**config.mk**
```make
export PLATFORM = sky130hd
export DESIGN_NAME = pix_chan_seq
export DESIGN_NICKNAME = d
export VERILOG_FILES = /design/src/rtl/pcs_pkg.sv /design/src/rtl/pcs_sync_edge.sv /design/src/rtl/pcs_slot_ctr.sv /design/src/rtl/pcs_decode.sv /design/src/rtl/pix_chan_seq.sv
export SDC_FILE = /design/constraint.sdc
export NUM_CORES = 1
export LEC_CHECK = 0
export ABC_AREA = 1
export BUFFER_PORTS_ARGS = -buffer_cell sky130_fd_sc_hd__buf_2
export CORE_AREA = 2 2 39 41
export CTS_BUF_LIST = sky130_fd_sc_hd__clkbuf_4 sky130_fd_sc_hd__clkbuf_8
export CTS_CLUSTER_SIZE = 12
export DETAILED_ROUTE_END_ITERATION = 6
export DIE_AREA = 0 0 41 43
export PLACE_DENSITY = 0.7
export RECOVER_POWER = 50
export SLEW_MARGIN = 40
export SYNTH_ARGS = -nofsm -noshare
export SYNTH_HDL_FRONTEND = slang
export SYNTH_SLANG_ARGS = --single-unit
```
**constraint.sdc**
```tcl
create_clock -name clk -period 3.1 [get_ports clk]
set_input_delay 0 -clock clk [delete_from_list [all_inputs] [get_ports clk]]
set_output_delay 0 -clock clk [all_outputs]
set_load 0.02 [all_outputs]
```
**src/rtl/pcs_pkg.sv**
```systemverilog
package pcs_pkg;

    typedef enum logic [1:0] {
        CH_RED = 2'd0,
        CH_GRN = 2'd1,
        CH_BLU = 2'd2
    } chan_e;

    // en[2] red, en[1] green, en[0] blue
    typedef struct packed {
        logic       tri_mode;
        logic       order_fwd;
        logic [2:0] en;
    } seq_cfg_t;

    localparam int MAX_SLOTS = 3;
    localparam int SLOT_W    = $clog2(MAX_SLOTS);

    function automatic logic [SLOT_W-1:0] seq_len(input seq_cfg_t c);
        if (c.tri_mode)
            return SLOT_W'(3);
        else if ($countones(c.en) == 2)
            return SLOT_W'(2);
        else
            return SLOT_W'(1);
    endfunction

    function automatic chan_e seq_chan(input seq_cfg_t c, input logic [SLOT_W-1:0] slot);
        chan_e first;
        chan_e second;
        if (c.tri_mode) begin
            case (slot)
                SLOT_W'(0): return c.order_fwd ? CH_RED : CH_BLU;
                SLOT_W'(1): return CH_GRN;
                default:    return c.order_fwd ? CH_BLU : CH_RED;
            endcase
        end else if ($countones(c.en) == 2) begin
            first  = c.en[2] ? CH_RED : CH_GRN;
            second = c.en[0] ? CH_BLU : CH_GRN;
            if (slot == SLOT_W'(0))
                return c.order_fwd ? first : second;
            else
                return c.order_fwd ? second : first;
        end else if ($countones(c.en) == 1) begin
            return c.en[2] ? CH_RED : (c.en[1] ? CH_GRN : CH_BLU);
        end else begin
            return CH_RED;
        end
    endfunction

    function automatic logic [2:0] chan_onehot(input chan_e ch);
        case (ch)
            CH_RED:  return 3'b001;
            CH_GRN:  return 3'b010;
            default: return 3'b100;
        endcase
    endfunction

endpackage

```
**src/rtl/pcs_sync_edge.sv**
```systemverilog
module pcs_sync_edge #(
    parameter int SYNC_STAGES = 2
) (
    input  logic clk,
    input  logic rst,
    input  logic async_in,
    output logic rise
);
    logic [SYNC_STAGES-1:0] chain;
    logic                   prev;

    generate
        for (genvar i = 0; i < SYNC_STAGES; i++) begin : g_stage
            always_ff @(posedge clk) begin
                if (rst)
                    chain[i] <= 1'b0;
                else if (i == 0)
                    chain[i] <= async_in;
                else
                    chain[i] <= chain[(i == 0) ? 0 : i-1];
            end
        end
    endgenerate

    always_ff @(posedge clk) begin
        if (rst) prev <= 1'b0;
        else     prev <= chain[SYNC_STAGES-1];
    end

    assign rise = chain[SYNC_STAGES-1] & ~prev;

    p_rise_single_r1: assert property (@(posedge clk) disable iff (rst)
        rise |=> !rise);

endmodule

```
**src/rtl/pcs_slot_ctr.sv**
```systemverilog
module pcs_slot_ctr
    import pcs_pkg::*;
(
    input  logic              clk,
    input  logic              rst,
    input  logic              pix_rise,
    input  logic              conv_rise,
    input  logic [SLOT_W-1:0] len,
    output logic [SLOT_W-1:0] slot,
    output logic              pix_start
);
    logic more;
    assign more = ({1'b0, slot} + (SLOT_W+1)'(1)) < {1'b0, len};

    always_ff @(posedge clk) begin
        if (rst) begin
            slot      <= '0;
            pix_start <= 1'b0;
        end else begin
            pix_start <= pix_rise;
            if (pix_rise)
                slot <= '0;
            else if (conv_rise && more)
                slot <= slot + SLOT_W'(1);
        end
    end

    p_restart_r1: assert property (@(posedge clk) disable iff (rst)
        pix_rise |=> (slot == '0) && pix_start);

    p_priority_r10: assert property (@(posedge clk) disable iff (rst)
        (pix_rise && conv_rise) |=> (slot == '0));

    p_advance_r2: assert property (@(posedge clk) disable iff (rst)
        (conv_rise && !pix_rise && more) |=> (slot == $past(slot) + SLOT_W'(1)));

    p_hold_last_r3: assert property (@(posedge clk) disable iff (rst)
        (conv_rise && !pix_rise && !more) |=> $stable(slot));

    p_quiet_r11: assert property (@(posedge clk) disable iff (rst)
        (!pix_rise && !conv_rise) |=> ($stable(slot) && !pix_start));

endmodule

```
**src/rtl/pcs_decode.sv**
```systemverilog
module pcs_decode
    import pcs_pkg::*;
(
    input  logic              clk,
    input  logic              rst,
    input  seq_cfg_t          cfg,
    input  logic [SLOT_W-1:0] slot,
    output logic [2:0]        sel_onehot,
    output logic [1:0]        sel_code
);
    chan_e ch;

    always_comb begin
        ch         = seq_chan(cfg, slot);
        sel_code   = ch;
        sel_onehot = chan_onehot(ch);
    end

    p_onehot_r9: assert property (@(posedge clk) disable iff (rst)
        $onehot(sel_onehot) && sel_code != 2'd3);

    p_single_fixed_r7: assert property (@(posedge clk) disable iff (rst)
        (!cfg.tri_mode && $countones(cfg.en) == 1 && $stable(cfg))
            |=> ($stable(cfg) -> $stable(sel_code)));

endmodule

```
**src/rtl/pix_chan_seq.sv**
```systemverilog
module pix_chan_seq
    import pcs_pkg::*;
#(
    parameter int SYNC_STAGES = 2
) (
    input  logic       clk,
    input  logic       rst,
    input  logic       pix_strobe_in,
    input  logic       conv_clk_in,
    input  logic       tri_mode,
    input  logic       order_fwd,
    input  logic       en_red,
    input  logic       en_grn,
    input  logic       en_blu,
    output logic [2:0] sel_onehot,
    output logic [1:0] sel_code,
    output logic       pix_start
);
    logic              pix_rise;
    logic              conv_rise;
    logic [SLOT_W-1:0] slot;
    seq_cfg_t          cfg;

    assign cfg = '{tri_mode: tri_mode, order_fwd: order_fwd, en: {en_red, en_grn, en_blu}};

    pcs_sync_edge #(.SYNC_STAGES(SYNC_STAGES)) u_pix_sync (
        .clk(clk), .rst(rst), .async_in(pix_strobe_in), .rise(pix_rise));

    pcs_sync_edge #(.SYNC_STAGES(SYNC_STAGES)) u_conv_sync (
        .clk(clk), .rst(rst), .async_in(conv_clk_in), .rise(conv_rise));

    pcs_slot_ctr u_ctr (
        .clk(clk), .rst(rst), .pix_rise(pix_rise), .conv_rise(conv_rise),
        .len(seq_len(cfg)), .slot(slot), .pix_start(pix_start));

    pcs_decode u_dec (
        .clk(clk), .rst(rst), .cfg(cfg), .slot(slot),
        .sel_onehot(sel_onehot), .sel_code(sel_code));

    p_tri_ignores_en_r5: assert property (@(posedge clk) disable iff (rst)
        (tri_mode && $stable(tri_mode) && $stable(order_fwd) && $stable(slot))
            |-> $stable(sel_code));

endmodule

```
## Word-level counts from Yosys, hierarchy flattened

Index checks and enable logic that the tools add are counted.

- Add/subtract/negate cells: 4
- Order comparisons: 1
- Equal/unequal tests: 4
- Mux-type cells: 16
- Bitwise logic cells: 4
- Reduce and logical (&&, ||, !) cells: 4

Operator list:

| operator | number |
|---|---|
| adder 32 x 1 -> 32 bit | 1 |
| equality test 32 x 2 -> 1 bit (second input constant) | 1 |
| equality test 32 x 3 -> 1 bit (second input constant) | 1 |
| two-way mux 2 bit | 13 |
| one-hot mux 3 bit (2 select lines) | 1 |
| equality test 2 x 1 -> 1 bit (second input constant) | 2 |
| logical NOT 2 bit | 2 |
| one-hot mux 2 bit (2 select lines) | 1 |
| adder 2 x 1 -> 3 bit (second input constant) | 1 |
| less-than comparator 3 x 2 -> 1 bit | 1 |
| adder 1 x 1 -> 2 bit | 1 |
| adder 2 x 1 -> 2 bit (second input constant) | 1 |
| AND 1 bit | 2 |
| NOT 1 bit | 2 |
| OR reduction 2 bit | 1 |
| logical AND 1 bit | 1 |
| two-way mux 1 bit | 1 |

- Register bits: 9
- Input bits: 9
- Output and inout port bits: 6
- Word-level logic and storage cells: 41

## Logic depth before layout (Yosys ltp)

Gate-level depths: netlist of run 1.

- Word-level depth: 8
- Mapped depth: 14
- Mapped depth without buffers: 14

## By module

Synthesis of run 1 repeated with hierarchy kept, for this count alone.

- Cell total of the unflattened synthesis: 86
- Area total of the unflattened synthesis: 588.1 µm²

Modules (own cells, without submodules):

| module | instances | cells each | area each (µm²) |
|---|---|---|---|
| pcs_decode | 1 | 37 | 201.4 |
| pcs_slot_ctr | 1 | 23 | 173.9 |
| pcs_sync_edge | 2 | 10 | 86.3 |
| pix_chan_seq | 1 | 6 | 40.0 |

## Least setup slack after synthesis of run 1

Ideal clock, no wire load.

- Path kind: in2reg
- Start: input en_red
- End: register u_ctr.slot[0]
- Setup time: 0.070 ns
- Arrival: 1.714 ns
- Data required time: 3.030 ns
- Slack: 1.316 ns
- Stages: 14
- Path through: inv_2 -> fa_1 -> inv_1 -> nor2_2 -> nand2_1 -> nand2_1 -> inv_1 -> fa_1 -> inv_1 -> nor2_4 -> nand2_2 -> nand2_2 -> nand2_1 -> a21oi_1

- Word-level cells in the longest chain between the ends: 6

Ends and longest elaborated chain:

| item | line | RTL |
|---|---|---|
| from (decl) | pix_chan_seq.sv:12 | `input logic en_red,` |
| adder 32 x 1 -> 32 bit | - |  |
| equality test 32 x 3 -> 1 bit | pcs_pkg.sv:22 | `else if ($countones(c.en) == 2)` |
| two-way mux 2 bit | pcs_pkg.sv:22 |  |
| two-way mux 2 bit | pcs_pkg.sv:20 | `if (c.tri_mode)` |
| less-than comparator 3 x 2 -> 1 bit | pcs_slot_ctr.sv:13 | `assign more = ({1'b0, slot} + (SLOT_W+1)'(1)) < {1'b0, len};` |
| logical AND 1 bit | pcs_slot_ctr.sv:23 | `else if (conv_rise && more)` |
| to (signal assigned) | pcs_slot_ctr.sv:24 | `slot <= slot + SLOT_W'(1);` |
| to (decl) | pcs_slot_ctr.sv:9 | `output logic [SLOT_W-1:0] slot,` |

Every way passes these cells.
A chain may end at the register's enable or synchronous reset.

## Worst setup path in the final report of run 1

- Start: register u_ctr.slot[0]
- End: output sel_onehot[0]

- Word-level cells in the longest chain between the ends: 6
- Elaborated cells between the ends (all ways): 9

Ends and longest elaborated chain:

| item | line | RTL |
|---|---|---|
| logical NOT 2 bit | pcs_pkg.sv:32, pcs_pkg.sv:40 |  |
| two-way mux 2 bit | pcs_pkg.sv:40 | `if (slot == SLOT_W'(0))` |
| two-way mux 2 bit | pcs_pkg.sv:37 | `end else if ($countones(c.en) == 2) begin` |
| two-way mux 2 bit * | pcs_pkg.sv:31 | `if (c.tri_mode) begin` |
| equality test 2 x 1 -> 1 bit / logical NOT 2 bit (equally long branches) | pcs_pkg.sv:52 | `case (ch)` |
| one-hot mux 3 bit (2 select lines) * | pcs_pkg.sv:52 |  |
| to (decl) | pix_chan_seq.sv:15 | `output logic [2:0] sel_onehot,` |

Every way passes the cells marked *; elsewhere a longest branch is shown, timed or not.

==> results of run 1 <==
==> through the flow <==
step	hold slack [ns]	setup slack (ns)	instances	power, mW
3_5_place_dp	0.214	1.09	112	0.197
2_1_floorplan	0.107	1.32	84	0.178
6_report	0.00631	1.30	118	0.290
5_1_grt	0.0151	1.04	118	0.308
4_1_cts	0.00299	1.28	118	0.295
3_3_place_gp	0.202	1.15	112	0.193
==> critical path: cells and delay by family (launching register included) <==
family	cells	cell delay (ns)
DFF	1	0.47
and+or+nand+nor	4	0.37
buffers and inverters	3	0.29
adders and majority gates	1	0.22
AOI/OAI and AO/OA	2	0.19
==> power by group <==
part / total, mW / switching, mW / internal (mW) / leakage, nW
logic: 0.0729 / 0.0452 / 0.0277 / 0.312
registers: 0.122 / 0.00243 / 0.120 / 0.0737
clock network: 0.0948 / 0.0367 / 0.0581 / 0.0184
total: 0.290 / 0.0843 / 0.206 / 0.404
==> repair_timing <==
| action | CTS | global route |
|---|---|---|
| hold endpoints to repair | 2 | 0 |
| setup endpoints to repair | 0 | 0 |
| hold buffers | 2 | 0 |
==> layer usage <==
| layer | wire (µm) | vias up |
|---|---|---|
| met1 | 396 | 222 |
| li1 | - | 284 |
| met3 | 35 | 0 |
| met4 | 0 | 0 |
| met2 | 571 | 10 |
| met5 | 0 | - |
==> state kept, by name (all words and copies together), names as in the netlist <==
register / flops
u_pix_sync.chain: 2
u_conv_sync.prev: 1
u_ctr.pix_start: 1
u_conv_sync.chain: 2
u_ctr.slot: 2
u_pix_sync.prev: 1
==> final cells by class <==
class	instances	area (µm²)
multi-input combinational	53	347
fill	143	642
clock buffer	4	30.0
inverter	20	75.1
sequential	9	180
tap	16	20.0
timing repair buffer	16	90.1
==> how the worst min path moves through the flow <==
stage	slack, ns	cells past startpoint	to	from
final	0.006	2	u_conv_sync.chain[0]	rst
after global placement	0.20	3	u_conv_sync.chain[0]	conv_clk_in
after detailed placement	0.21	3	u_conv_sync.chain[0]	conv_clk_in
after CTS	0.003	2	u_conv_sync.chain[0]	rst
after global routing	0.02	2	u_conv_sync.chain[0]	rst
after floorplan	0.11	2	u_conv_sync.chain[0]	conv_clk_in
==> kinds of logic (layout without fill, tap and decap cells) <==
family          Yosys count  in the layout  share of synthesized area, %
fa+ha+maj                 9              9                          20.8
simple gates             38             38                          30.8
flops                     9              9                          29.4
buf+inv                  22             40                          14.1
compound gates            6              6                          4.90
==> cell usage in the layout (no fill, tap or decap) <==
master / count
a21oi_1: 4
buf_2: 14
clkbuf_4: 4
dfxtp_1: 9
dlygate4sd3_1: 2
fa_1: 2
ha_1: 7
inv_1: 16
inv_2: 4
nand2_1: 12
nand2_2: 3
nand3_1: 3
nand3_2: 1
nand4_1: 1
nor2_1: 13
nor2_2: 2
nor2_4: 1
nor3_1: 1
nor3_4: 1
o21ai_0: 1
o21ai_1: 1
==> results.json, run 1 <==
{
  "critPathCapture": "sel_onehot[0]",
  "fp.dieW_um": 41,
  "cts_sinks": 9,
  "netlist_area_um2": 613,
  "power.leakage_nw": 0.404,
  "core_area_um2": 1380,
  "slew_headroom_pct": 82.0,
  "synthDistinctLibCells": 20,
  "period_needed_ns": 1.80,
  "yosysWarnings": 0,
  "fp.dieArea_um2": 1760,
  "r2r-start": "u_ctr.slot[0]",
  "cts_setup_buffers": 0,
  "placed_area_um2": 692,
  "synthMostInstantiatedCell": "inv_1",
  "reg2reg_slack_ns": 1.66,
  "arrival_ns": 1.80,
  "io_pins": 15,
  "layout-drive-gt1-share_pct": 29.4,
  "cts_resized": 0,
  "crit_start": "u_ctr.slot[0]",
  "drt_iter0_drc": 4,
  "final.period_utilization_pct": 58.0,
  "grtUsageMet3_pct": 3.14,
  "synth_common_cells": "inv_1, nor2_1, nand2_1",
  "yosysSeqAreaShare_pct": 29.4,
  "place_congestion": 0.717,
  "stdcell_area_um2": 742,
  "end_kind": "primary output",
  "die_h_um": 43,
  "antenna_left": 0,
  "start_util_pct": 44.3,
  "synth_async_sr_flop_share_pct": 0,
  "synth_cells": 84,
  "slowest_delay_ns": 0.47,
  "vias": 516,
  "synth-edff-count": 0,
  "grt_pass1_wl_um": 1820,
  "hp-class": "in -> reg",
  "first_global_vias": 529,
  "final_core_util_pct": 53.6,
  "crit_fanout": 7,
  "setup_violations": 0,
  "drv_cap": 0,
  "grt-ovfl-total": 0,
  "rsz0062_at_grt": "no",
  "tns_ns": 0,
  "maxSlewViolCount": 0,
  "antenna_found_initial": 0,
  "rr_endpoint": "u_ctr.slot[0]",
  "dp_hpwl_um": 844,
  "drc": 0,
  "vdd_drop_max_uv": 273,
  "tightest_slew_ns": 0.269,
  "powerDensity_nw_per_um2": 391,
  "worst-setup-path-type": "reg -> out",
  "synth_area_per_cell_um2": 7.30,
  "fmax_mhz": 556,
  "start_kind": "register",
  "cts_tree": "done",
  "hold_viol_final": 0,
  "track_usage_pct": 14.5,
  "gr-usage-met2_pct": 28.1,
  "wire_per_inst_um": 8.50,
  "busiest_layer": "met2",
  "clk_pin_slew_worst_paths_ns": 0.06,
  "num_rows": 14,
  "finClkSkew_ns": 0.00251,
  "netlist.area_leader.share_pct": 29.4,
  "synth-main-ff-cell": "dfxtp_1",
  "finalWirelength_um": 1000,
  "critical-path-slowest-cell": "dfxtp_1",
  "synthToLayoutAreaGrowth_pct": 21.0,
  "cts_root_buffer": "clkbuf_4",
  "syn_nets": 102,
  "status": "complete, no violations",
  "path_cells": "inv_1 -> ha_1 -> nand2_1 -> inv_2 -> nor2_2 -> a21oi_1 -> o21ai_1 -> nand2_2 -> nor2_1 -> buf_2",
  "portBuffers": 14,
  "clk_latency_ns": 0.25,
  "yosysTopAreaCell": "dfxtp_1",
  "required_ns": 3.10,
  "first_pass_iters": 4,
  "fin_nets": 121,
  "clk_path_buf_depth": 2,
  "numCtsBuffers": 3,
  "drt-vias-per-instance": 4.37,
  "reg2regPathDepth": 7,
  "antenna_cells": 0,
  "ys_seq_elements": 9,
  "use_met1_pct": 13.6,
  "grt_max_degree": 9,
  "synth_area_leaders": "dfxtp_1, ha_1, inv_1, nor2_1, nand2_1",
  "htreeDepth": 1
}
No activity file was read; power rests on OpenSTA's default activity.
==> run 2, diff against run 1 <==
--- a/config.mk
+++ b/config.mk
@@ -5,7 +5,7 @@
 export SDC_FILE = /design/constraint.sdc
 export NUM_CORES = 1
 export LEC_CHECK = 0
-export ABC_AREA = 1
+export ABC_AREA = 0
 export BUFFER_PORTS_ARGS = -buffer_cell sky130_fd_sc_hd__buf_2
 export CORE_AREA = 2 2 39 41
 export CTS_BUF_LIST = sky130_fd_sc_hd__clkbuf_4 sky130_fd_sc_hd__clkbuf_8
==> constraint.sdc (replaced) <==
create_clock -name clk -period 1.76 [get_ports clk]
set_input_delay 0 -clock clk [delete_from_list [all_inputs] [get_ports clk]]
set_output_delay 0 -clock clk [all_outputs]
set_load 0.02 [all_outputs]
==> run 2 against run 1 <==
Compared with the run above: the run now ends with negative setup slack left; synthesized area fell by 0.61%; critical endpoint unchanged; critical path type is now in -> out; core utilization rose by 15 points; via count fell by 5.8%; register-to-register slack got worse by 1.5 ns; hold slack improved by 0.42 ns; clock skew rose by 0.0069 ns; sequential share of layout area fell by 5.2 points; count of clock-buffer cells in the layout did not move; global-route usage rose by 0.19 points; combinational power rose to 2.6 times the previous value; first-iteration DRC count fell by 50%; clock power rose by 74%.
==> results.json, run 2 <==
{
  "status": "finished with violations",
  "violations": "negative setup slack",
  "synthMostInstantiatedCell": "dfxtp_1",
  "hold_viol_final": 0,
  "yosysSeqAreaShare_pct": 29.6,
  "synthDistinctLibCells": 24,
  "rsz0062_at_grt": "yes",
  "synth_cells": 57,
  "wire_per_inst_um": 10.2,
  "drt-vias-per-instance": 4.58,
  "holdPathEnd": "u_ctr.slot[0]",
  "start_util_pct": 44.0,
  "fp.dieW_um": 41,
  "antenna_cells": 0,
  "cts_sinks": 9,
  "holdWs_ns": 0.425,
  "drv_cap": 0,
  "io_pins": 15,
  "synth_async_sr_flop_share_pct": 0,
  "fmax_mhz": 551,
  "final_common_cell": "buf_4",
  "final.period_utilization_pct": 103,
  "ys_seq_elements": 9,
  "grt_pass1_wl_um": 1790,
  "yosysTopAreaCell": "dfxtp_1",
  "start_kind": "input pin",
  "fill_cells": 111,
  "vdd_drop_max_uv": 458,
  "synth-main-ff-cell": "dfxtp_1",
  "netlist.area_leader.share_pct": 29.6,
  "synthToLayoutAreaGrowth_pct": 56.9,
  "finalWirelength_um": 1090,
  "htreeDepth": 1,
  "grt-ovfl-total": 0,
  "finClkSkew_ns": 0.00936,
  "period_needed_ns": 1.81,
  "synth_area_per_cell_um2": 10.7,
  "cts_tree": "done",
  "syn_nets": 75,
  "first_global_vias": 449,
  "rr_endpoint": "u_ctr.slot[1]",
  "core_area_um2": 1380,
  "required_ns": 1.76,
  "reg2regPathDepth": 6,
  "portBuffers": 14,
  "maxSlewViolCount": 0,
  "power.leakage_nw": 0.440,
  "setup_violations": 4,
  "place_congestion": 0.743,
  "layout-drive-gt1-share_pct": 56.7,
  "yosysWarnings": 0,
  "worst-setup-path-type": "in -> out",
  "arrival_ns": 1.81,
  "clk_path_buf_depth": 2,
  "netlist_area_um2": 609,
  "fp.dieArea_um2": 1760,
  "end_kind": "primary output",
  "track_usage_pct": 14.7,
  "cts_root_buffer": "clkbuf_4",
  "drc": 0,
  "grt_max_degree": 8,
  "vias": 486,
  "hp-start": "tri_mode",
  "clk_pin_slew_worst_paths_ns": 0.06,
  "final_cell_mix": "buf_4, nor2b_1, buf_2, dfxtp_1, inv_2",
  "crit_fanout": 3,
  "largestRegisters": "u_conv_sync.chain (2), u_ctr.slot (2), u_pix_sync.chain (2)",
  "clk_latency_ns": 0.25,
  "drt_iter0_drc": 2,
  "numCtsBuffers": 3,
  "synth_area_leaders": "dfxtp_1, ha_1, nor2b_1, fa_1, inv_1",
  "r2r-start": "u_ctr.slot[0]",
  "reg2reg_slack_ns": 0.14,
  "antenna_found_initial": 0,
  "hp-class": "in -> reg",
  "num_rows": 14,
  "tightest_slew_ns": 0.325,
  "first_pass_iters": 2,
  "setup_slack_ns": -0.0538,
  "dp_hpwl_um": 900,
  "fin_nets": 109,
  "placed_area_um2": 807,
  "powerDensity_nw_per_um2": 598,
  "slew_headroom_pct": 78.1,
  "synth-edff-count": 0,
  "antenna_left": 0,
  "synth_common_cells": "dfxtp_1, nor2b_1, ha_1, inv_1, nor2_1",
  "whs_path_depth": 5,
  "stdcell_area_um2": 956,
  "die_h_um": 43
}
[run 2: cell types whose count changed in the layout (fill, tap and decap cells not counted), sizes merged, moves of 2 or more]
cell / change
nor3b: +2
inv: -13
nand3: -3
nand2: -15
nor2: -12
nor2b: +8
buf: +12
mux2i: +2
a21oi: -3
[run 2: what timing repair did]
item	in CTS	in global routing
setup buffers	1	2
gates resized for setup	14	9
endpoints found under the hold margin	3	0
pin swaps	8	3
cloned	0	0
setup endpoints to repair	5	7
hold buffers	3	0
[run 2: logic make-up (layout without fill, tap and decap cells)]
family | after synthesis | count (layout) | synth area share [%]
DFF | 9 | 9 | 29.6
buffers and inverters | 8 | 41 | 5.55
muxes | 2 | 2 | 3.29
AOI/OAI and AO/OA | 6 | 6 | 12.1
and+or+nand+nor | 21 | 21 | 25.7
adders and majority gates | 9 | 9 | 20.9
xor gates and xnor gates | 2 | 2 | 2.88
[run 2: metrics by stage]
| stage | utilization [%] | power, mW | std cells | setup WS [ns] | setup TNS [ns] |
|---|---|---|---|---|---|
| after floorplan | - | 0.322 | 57 | -0.0145 | -0.0145 |
| after global placement | 58.3 | 0.375 | 96 | -0.224 | -0.874 |
| after detailed placement | 58.3 | 0.381 | 96 | -0.239 | -1.09 |
| after CTS | 65.8 | 0.562 | 104 | -0.121 | -0.427 |
| after global routing | 69.1 | 0.612 | 106 | -0.120 | -0.453 |
| final | 69.1 | 0.571 | 106 | -0.0538 | -0.150 |
[run 2: critical path: stages]
cell      delay, ns
buf_8          0.10
ha_4           0.23
ha_4           0.16
ha_4           0.15
buf_6          0.11
or4b_4         0.55
nor3_2         0.14
a221oi_2       0.07
nor2b_1        0.14
buf_4          0.16
[run 2: report_power, final]
group	total [mW]	switching, mW	leakage [nW]	internal, mW
combinational	0.191	0.0877	0.347	0.104
sequential	0.215	0.00308	0.0747	0.212
clock	0.165	0.0628	0.0184	0.102
total	0.571	0.154	0.440	0.418
[run 2: cell type report]
cell class | instances | area, µm² | area share, %
Multi-Input combinational cell | 40 | 463 | 48.4
Sequential cell | 9 | 183 | 19.1
Tap cell | 16 | 20.0 | 2.09
Timing Repair Buffer | 30 | 234 | 24.5
Inverter | 7 | 26.3 | 2.75
Clock buffer | 4 | 30.0 | 3.14
[run 2: worst max-delay path by stage]
stage	depth (start not counted)	slack [ns]	end	from
finish	10	-0.05	sel_onehot[0]	en_blu
global route	9	-0.12	sel_onehot[1]	en_blu
CTS	9	-0.12	sel_onehot[0]	en_blu
detailed placement	11	-0.24	u_ctr.slot[1]	en_grn
global placement	11	-0.22	u_ctr.slot[0]	en_grn
floorplan	10	-0.01	u_ctr.slot[1]	en_grn
[run 2: layer usage]
layer / track usage [%] / vias to the layer above / routed length, µm
li1: - / 255 / -
met4: 4.00 / 0 / 0
met1: 18.9 / 221 / 464
met2: 24.7 / 10 / 591
met5: 0 / - / 0
met3: 1.57 / 0 / 30
